<file path="src/rtl/sc_pkg.sv">
package sc_pkg;

  typedef enum logic [5:0] {
    OPC_REG   = 6'h00,
    OPC_JUMP  = 6'h02,
    OPC_BEQ   = 6'h04,
    OPC_LOAD  = 6'h23,
    OPC_STORE = 6'h2B
  } opcode_e;

  localparam logic [5:0] FN_ADD = 6'h20;
  localparam logic [5:0] FN_SUB = 6'h22;
  localparam logic [5:0] FN_AND = 6'h24;
  localparam logic [5:0] FN_OR  = 6'h25;
  localparam logic [5:0] FN_SLT = 6'h2A;

  // class of ALU work requested by the main decoder
  typedef enum logic [1:0] {
    AOP_ADD   = 2'd0,
    AOP_SUB   = 2'd1,
    AOP_FUNCT = 2'd2
  } alu_class_e;

  typedef enum logic [2:0] {
    ALU_ADD = 3'd0,
    ALU_SUB = 3'd1,
    ALU_AND = 3'd2,
    ALU_OR  = 3'd3,
    ALU_SLT = 3'd4
  } alu_fn_e;

  typedef struct packed {
    logic       dst_is_rd;
    logic       b_is_imm;
    logic       wb_from_mem;
    logic       reg_we;
    logic       mem_re;
    logic       mem_we;
    logic       branch;
    logic       jump;
    alu_class_e alu_class;
  } ctrl_t;

endpackage

</file>
<file path="src/rtl/sc_decode.sv">
module sc_decode
  import sc_pkg::*;
(
  input  logic [5:0] opcode,
  input  logic [5:0] funct,
  output ctrl_t      ctrl,
  output alu_fn_e    alu_fn
);

  // main decoder: opcode to datapath selects and strobes
  always_comb begin
    ctrl = '0;
    ctrl.alu_class = AOP_ADD;
    case (opcode)
      OPC_REG: begin
        ctrl.dst_is_rd = 1'b1;
        ctrl.reg_we    = 1'b1;
        ctrl.alu_class = AOP_FUNCT;
      end
      OPC_LOAD: begin
        ctrl.b_is_imm    = 1'b1;
        ctrl.wb_from_mem = 1'b1;
        ctrl.reg_we      = 1'b1;
        ctrl.mem_re      = 1'b1;
      end
      OPC_STORE: begin
        ctrl.b_is_imm = 1'b1;
        ctrl.mem_we   = 1'b1;
      end
      OPC_BEQ: begin
        ctrl.branch    = 1'b1;
        ctrl.alu_class = AOP_SUB;
      end
      OPC_JUMP: begin
        ctrl.jump = 1'b1;
      end
      default: ctrl = '0;
    endcase
  end

  // ALU decoder: class plus funct to ALU function
  always_comb begin
    case (ctrl.alu_class)
      AOP_SUB:   alu_fn = ALU_SUB;
      AOP_FUNCT: begin
        case (funct)
          FN_SUB:  alu_fn = ALU_SUB;
          FN_AND:  alu_fn = ALU_AND;
          FN_OR:   alu_fn = ALU_OR;
          FN_SLT:  alu_fn = ALU_SLT;
          default: alu_fn = ALU_ADD;
        endcase
      end
      default:   alu_fn = ALU_ADD;
    endcase
  end

endmodule

</file>
<file path="src/rtl/sc_regfile.sv">
module sc_regfile #(
  parameter int DATA_W = 32,
  parameter int DEPTH  = 32,
  localparam int AW    = $clog2(DEPTH)
) (
  input  logic              clk,
  input  logic              rst,
  input  logic              we,
  input  logic [AW-1:0]     waddr,
  input  logic [DATA_W-1:0] wdata,
  input  logic [AW-1:0]     ra1,
  input  logic [AW-1:0]     ra2,
  output logic [DATA_W-1:0] rd1,
  output logic [DATA_W-1:0] rd2
);

  logic [DATA_W-1:0] store_q [DEPTH];

  always_ff @(posedge clk) begin
    if (we && (waddr != '0)) store_q[waddr] <= wdata;
  end

  assign rd1 = (ra1 == '0) ? '0 : store_q[ra1];
  assign rd2 = (ra2 == '0) ? '0 : store_q[ra2];

  // the hard-wired zero register is never seen as non-zero
  p_r0_zero_r9: assert property (@(posedge clk) disable iff (rst)
    ((ra1 == '0) |-> (rd1 == '0)) and ((ra2 == '0) |-> (rd2 == '0)));

endmodule

</file>
<file path="src/rtl/sc_alu.sv">
module sc_alu
  import sc_pkg::*;
#(
  parameter int W = 32
) (
  input  logic [W-1:0] a,
  input  logic [W-1:0] b,
  input  alu_fn_e      fn,
  output logic [W-1:0] y,
  output logic         zero
);

  always_comb begin
    case (fn)
      ALU_SUB: y = a - b;
      ALU_AND: y = a & b;
      ALU_OR:  y = a | b;
      ALU_SLT: y = {{(W-1){1'b0}}, ($signed(a) < $signed(b))};
      default: y = a + b;
    endcase
  end

  assign zero = (y == '0);

endmodule

</file>
<file path="src/rtl/sc_core.sv">
module sc_core
  import sc_pkg::*;
#(
  parameter int XLEN      = 32,
  parameter int REG_COUNT = 32,
  localparam int RA_W     = $clog2(REG_COUNT),
  localparam int IMM_W    = 16,
  localparam int TGT_W    = 26
) (
  input  logic            clk,
  input  logic            rst,
  output logic [XLEN-1:0] pc,
  input  logic [31:0]     imem_data,
  output logic [XLEN-1:0] dmem_addr,
  output logic [XLEN-1:0] dmem_wdata,
  output logic            dmem_we,
  output logic            dmem_re,
  input  logic [XLEN-1:0] dmem_rdata,
  output logic            rf_we,
  output logic [RA_W-1:0] rf_waddr,
  output logic [XLEN-1:0] rf_wdata
);

  logic [XLEN-1:0] pc_q, pc_plus4, br_target, jmp_target, pc_next;
  logic [XLEN-1:0] imm_ext, src_a, src_b, rt_val, alu_y;
  logic            alu_zero, take_branch;
  logic [RA_W-1:0] f_rs, f_rt, f_rd;
  ctrl_t           ctrl;
  alu_fn_e         alu_fn;

  assign f_rs    = imem_data[25:21];
  assign f_rt    = imem_data[20:16];
  assign f_rd    = imem_data[15:11];
  assign imm_ext = {{(XLEN-IMM_W){imem_data[IMM_W-1]}}, imem_data[IMM_W-1:0]};

  sc_decode u_dec (
    .opcode (imem_data[31:26]),
    .funct  (imem_data[5:0]),
    .ctrl   (ctrl),
    .alu_fn (alu_fn)
  );

  sc_regfile #(.DATA_W(XLEN), .DEPTH(REG_COUNT)) u_rf (
    .clk   (clk),
    .rst   (rst),
    .we    (rf_we),
    .waddr (rf_waddr),
    .wdata (rf_wdata),
    .ra1   (f_rs),
    .ra2   (f_rt),
    .rd1   (src_a),
    .rd2   (rt_val)
  );

  assign src_b = ctrl.b_is_imm ? imm_ext : rt_val;

  sc_alu #(.W(XLEN)) u_alu (
    .a    (src_a),
    .b    (src_b),
    .fn   (alu_fn),
    .y    (alu_y),
    .zero (alu_zero)
  );

  // write-back and memory side
  assign rf_we      = ctrl.reg_we & ~rst;
  assign rf_waddr   = ctrl.dst_is_rd ? f_rd : f_rt;
  assign rf_wdata   = ctrl.wb_from_mem ? dmem_rdata : alu_y;
  assign dmem_addr  = alu_y;
  assign dmem_wdata = rt_val;
  assign dmem_we    = ctrl.mem_we & ~rst;
  assign dmem_re    = ctrl.mem_re & ~rst;

  // next-PC logic with its own adders
  assign pc_plus4    = pc_q + XLEN'(4);
  assign br_target   = pc_plus4 + {imm_ext[XLEN-3:0], 2'b00};
  assign jmp_target  = {pc_plus4[XLEN-1 -: 4], imem_data[TGT_W-1:0], 2'b00};
  assign take_branch = ctrl.branch & alu_zero;

  always_comb begin
    if (ctrl.jump)        pc_next = jmp_target;
    else if (take_branch) pc_next = br_target;
    else                  pc_next = pc_plus4;
  end

  always_ff @(posedge clk) begin
    if (rst) pc_q <= '0;
    else     pc_q <= pc_next;
  end

  assign pc = pc_q;

  // no architectural write escapes while reset is held
  p_quiet_reset_r1: assert property (@(posedge clk)
    rst |-> (!rf_we && !dmem_we));

  // fetch address stays word aligned
  p_pc_align_r2: assert property (@(posedge clk) disable iff (rst)
    pc_q[1:0] == 2'b00);

  // straight-line instructions step the PC by one word
  p_pc_step_r2: assert property (@(posedge clk) disable iff (rst)
    (!$past(rst) && !$past(ctrl.jump) && !$past(take_branch))
      |-> (pc_q == $past(pc_q) + XLEN'(4)));

  // memory, branch and jump roles never overlap
  p_ctrl_excl_r6: assert property (@(posedge clk) disable iff (rst)
    $onehot0({ctrl.mem_re, ctrl.mem_we, ctrl.branch, ctrl.jump}));

  // a store never also writes the register file
  p_no_dual_write_r6: assert property (@(posedge clk) disable iff (rst)
    !(rf_we && dmem_we));

  // a taken branch lands on the offset target
  p_branch_taken_r7: assert property (@(posedge clk) disable iff (rst)
    (!$past(rst) && $past(take_branch)) |-> (pc_q == $past(br_target)));

  // a jump keeps the top nibble of the incremented PC
  p_jump_upper_r8: assert property (@(posedge clk) disable iff (rst)
    (!$past(rst) && $past(ctrl.jump))
      |-> (pc_q[XLEN-1 -: 4] == $past(pc_plus4[XLEN-1 -: 4])));

endmodule

</file>
<file path="config.mk">
export PLATFORM = sky130hd
export DESIGN_NAME = sc_core
export DESIGN_NICKNAME = d
export VERILOG_FILES = /design/src/rtl/sc_pkg.sv /design/src/rtl/sc_decode.sv /design/src/rtl/sc_regfile.sv /design/src/rtl/sc_alu.sv /design/src/rtl/sc_core.sv
export SDC_FILE = /design/constraint.sdc
export NUM_CORES = 2
export LEC_CHECK = 0
export BUFFER_PORTS_ARGS = -buffer_cell sky130_fd_sc_hd__buf_2
export CELL_PAD_IN_SITES_DETAIL_PLACEMENT = 1
export CELL_PAD_IN_SITES_GLOBAL_PLACEMENT = 2
export CORE_ASPECT_RATIO = 0.8
export CORE_UTILIZATION = 45
export DETAILED_ROUTE_END_ITERATION = 16
export PLACE_DENSITY = 0.84
export SETUP_SLACK_MARGIN = 0.15
export SLEW_MARGIN = 0
export SYNTH_ARGS = -nofsm -noshare
export SYNTH_HDL_FRONTEND = slang
export SYNTH_SLANG_ARGS = --single-unit
</file>
<file path="constraint.sdc">
create_clock -name clk -period 40.4 [get_ports clk]
set_input_delay 12.12 -clock clk [delete_from_list [all_inputs] [get_ports clk]]
set_output_delay 12.12 -clock clk [all_outputs]
set_load 0.1 [all_outputs]
</file>
==> reports/metrics.cfg <==
[clocking]
post_cts_resized=0
cts_hold_buf=0
clkTransAtPathRegs_ns=0.07
cts_made_buffers=104
htreeDepth=3
post_cts_buffers=0
cts.sinks=1054
cts_tree=yes
clockBufferDepth=3
clk_latency_ns=0.78
clockRootBuffer=clkbuf_16

[timing]
timing.final.crit_share=0.8020
drv_slew=0
rsz0062_at_grt=no
max-slew-margin-rel=0.1181
finalCriticalPeriod_ns=32.40
hold_viol=0
tightest_slew_ns=1.318
fin_skew_ns=0.08345
fmax_mhz=30.86
setup_viol=0
fin_setup_tns_ns=0

[synthesis]
synth_top_area_frac=0.5436
async_flop_share=0
synth_area_leaders=edfxtp_1 54%, mux4_2 22%, ha_1 2.8%, mux2i_1 2.0%, mux2_2 1.4%
yosys.area.top_type=edfxtp_1
ys.flop_type=edfxtp_1
ys_seq_area_frac=0.5542
synth.most_common_cell=edfxtp_1
syn_area_per_cell_um2=15.96
synth_cell_types=90
syn-cell-area_mm2=0.05657
synthCells=3544
synth_edf_count=1024
netlist_top_cells_count=1024 x edfxtp_1, 554 x mux4_2, 178 x clkbuf_1
ys_warn_count=0
ys_seq_elements=1054

[worst_hold_path]
hp-class=flip-flop to flip-flop

[floorplan]
fp.dieH_um=319.1
die_x_um=398.4
start_util=0.4572
core_area_mm2=0.1237
rows=115
die_area_mm2=0.1271
io_pins=202

[layout]
final_nets=3924
drive_gt1_frac=0.3010
fin_cells=5452
syn_to_final_growth_pct=11.94
fill_cells=11680

[setup_path]
critPathCapture=rf_wdata[25]
cp-start-kind=primary input
worstSetupEndpointType=output port
worst-path-stages=19
cp-startpoint=imem_data[19]
crit_type=primary input to output port
crit_fanout=38
regToRegEndpoint=pc[5]
cpPeakStageDelay_ns=0.80
r2r_setup_slack_ns=32.65
rr_worst_depth=20
cpMaxStageDelayCell=a221oi_1
critPathArrivalTime_ns=20.28
cp.required_ns=28.28
path_buf_inv=4
critPathMostFrequentCell=buf_4
crit_chain=buf_4 -> buf_4 -> or3_2 -> buf_4 -> o221ai_1 -> a221oi_1 -> nor3_1 -> mux2i_1 -> ha_1 -> or3b_2 -> a31oi_1 -> or4b_2 -> o211ai_1 -> a221oi_1 -> nor4b_1 -> a2111o_1 -> and2_1 -> mux2_2 -> buf_2
critical-path-top-delay-family=buffers and inverters
r2r_start=u_rf.store_q[27][1]

[drt]
first_pass_iters=5
routedWlPerCell_um=39.21
postRouteAntennaNets=0
avgViaCountPerCell=7.106
wl_um=213800
drt-initial-drc-count=5501
vias=38740
drcViolationCount=0

[status]
status=complete, no violations

[pwr]
power_leakage_uw=0.02145
vdd_ir_drop_max_mv=0.08047
p_per_area_mw_per_mm2=50.73
total_power_uw=3212

[job]
maxCapViolations=0

[global_route]
grt_overflow=0
grt_pass1_vias=38680
grt_max_degree=119
antenna_found_initial=5
grt_first_pass_wirelength_um=300200
track_usage=0.3360

[placed_design]
port_buffers=199
dp_cells=5259
hpwl_um=134500
gp_congestion=1.009

[worst min path at each step]
stage,startpoint,end,cells after the start
global placement,pc[31],pc[31],3
detailed placement,pc[31],pc[31],3
global route,pc[31],pc[31],3
CTS,pc[31],pc[31],3
finish,pc[31],pc[31],3
floorplan,pc[2],pc[2],3
[power breakdown]
| part | internal, uW | leakage (uW) | switching (uW) | total [uW] |
|---|---|---|---|---|
| Clock | 556 | 0.00166 | 447 | 1000 |
| Combinational | 190 | 0.0104 | 674 | 864 |
| Sequential | 1340 | 0.00943 | 6.26 | 1340 |
| Total | 2080 | 0.0215 | 1130 | 3210 |
[worst reg2reg max path: stages, from the launching register on]
cell and delay, ns:
edfxtp_1 0.42, mux4_2 0.50, mux4_2 0.48, mux2i_1 0.51, nor3_1 0.10, a21oi_1 0.37, inv_1 0.14, fa_1 0.46
a211oi_1 0.31, o41ai_2 0.17, o311ai_2 0.45, a211oi_2 0.19, o41ai_1 0.68, o221ai_1 0.28, or4b_1 0.22, nand3_1 0.20
a211oi_2 0.97, nand4_2 0.16, buf_4 0.33, or4_1 0.60, nand3_1 0.08
[layout make-up]
| class | count | area (um2) | area share |
|---|---|---|---|
| tap | 1638 | 2049 | 0.03236 |
| clock buffer | 125 | 2701 | 0.04266 |
| multi-input combinational | 2154 | 24220 | 0.3824 |
| inverter | 116 | 435.4 | 0.006876 |
| timing repair buffer | 297 | 1813 | 0.02863 |
| clock inverter | 65 | 752.0 | 0.01187 |
| antenna | 3 | 7.507 | 0.0001185 |
| sequential | 1054 | 31350 | 0.4951 |
[placed cells by master (no fill, tap or decap), types with 11 or more instances in the layout]
cell          n
edfxtp_1   1024
a211o_1      16
clkinv_1     29
nand4_1      19
o31ai_1      11
a221oi_1     41
clkbuf_16   104
o221a_2      13
clkinv_2     11
nor4_1       13
nand2b_1     60
xor2_1       15
nor2_4       26
buf_2       190
xnor2_1      44
bufinv_16    12
o22ai_1      36
conb_1       34
clkbuf_1     19
inv_1       115
nand3_1      48
a21o_1       47
a22o_1       12
ha_1        128
a21oi_1     146
nor3_1       51
nor2b_1      17
o21ai_0      56
and3_1       32
dfxtp_1      30
mux2_2       71
mux4_2      554
o221ai_1     28
buf_4       100
nor2_1      148
a311o_1      11
nand2_1     125
mux2i_1     112
a211oi_1     35
o211ai_1     29
[routing by layer]
metal / wire (um) / track usage / vias to the layer above
li1: - / - / 15020
met1: 81530 / 0.4612 / 20520
met2: 95800 / 0.5022 / 2669
met3: 24540 / 0.08400 / 526
met4: 11910 / 0.1606 / 2
met5: 13 / 0 / -
[sequential cells by signal, indices dropped and copies added (netlist names)]
signal	flops
u_rf.store_q	1024
pc	30
[kinds of logic after synthesis]
kind of cell,count (synthesis),synth area share
DFF,1054,0.5542
muxes,738,0.2547
and+or+nand+nor,618,0.05503
AOI/OAI and AO/OA,574,0.07239
buffers and inverters,369,0.02513
adders and majority gates,131,0.02937
xor gates and xnor gates,59,0.009135
other,1,0.00006629
[stage by stage]
stage                 util  instance area (um2)  hold slack (ns)  setup slack [ns]
detailed placement  0.4838                59860           0.6364             8.306
global route        0.5117                63320           0.6986             7.685
floorplan                -                56690            1.032             5.947
global placement    0.4838                59860           0.6502             8.514
finish              0.5117                63330           0.6422             7.998
CTS                 0.5117                63320           0.6501             8.259
No activity file was read; power rests on OpenSTA's default activity.
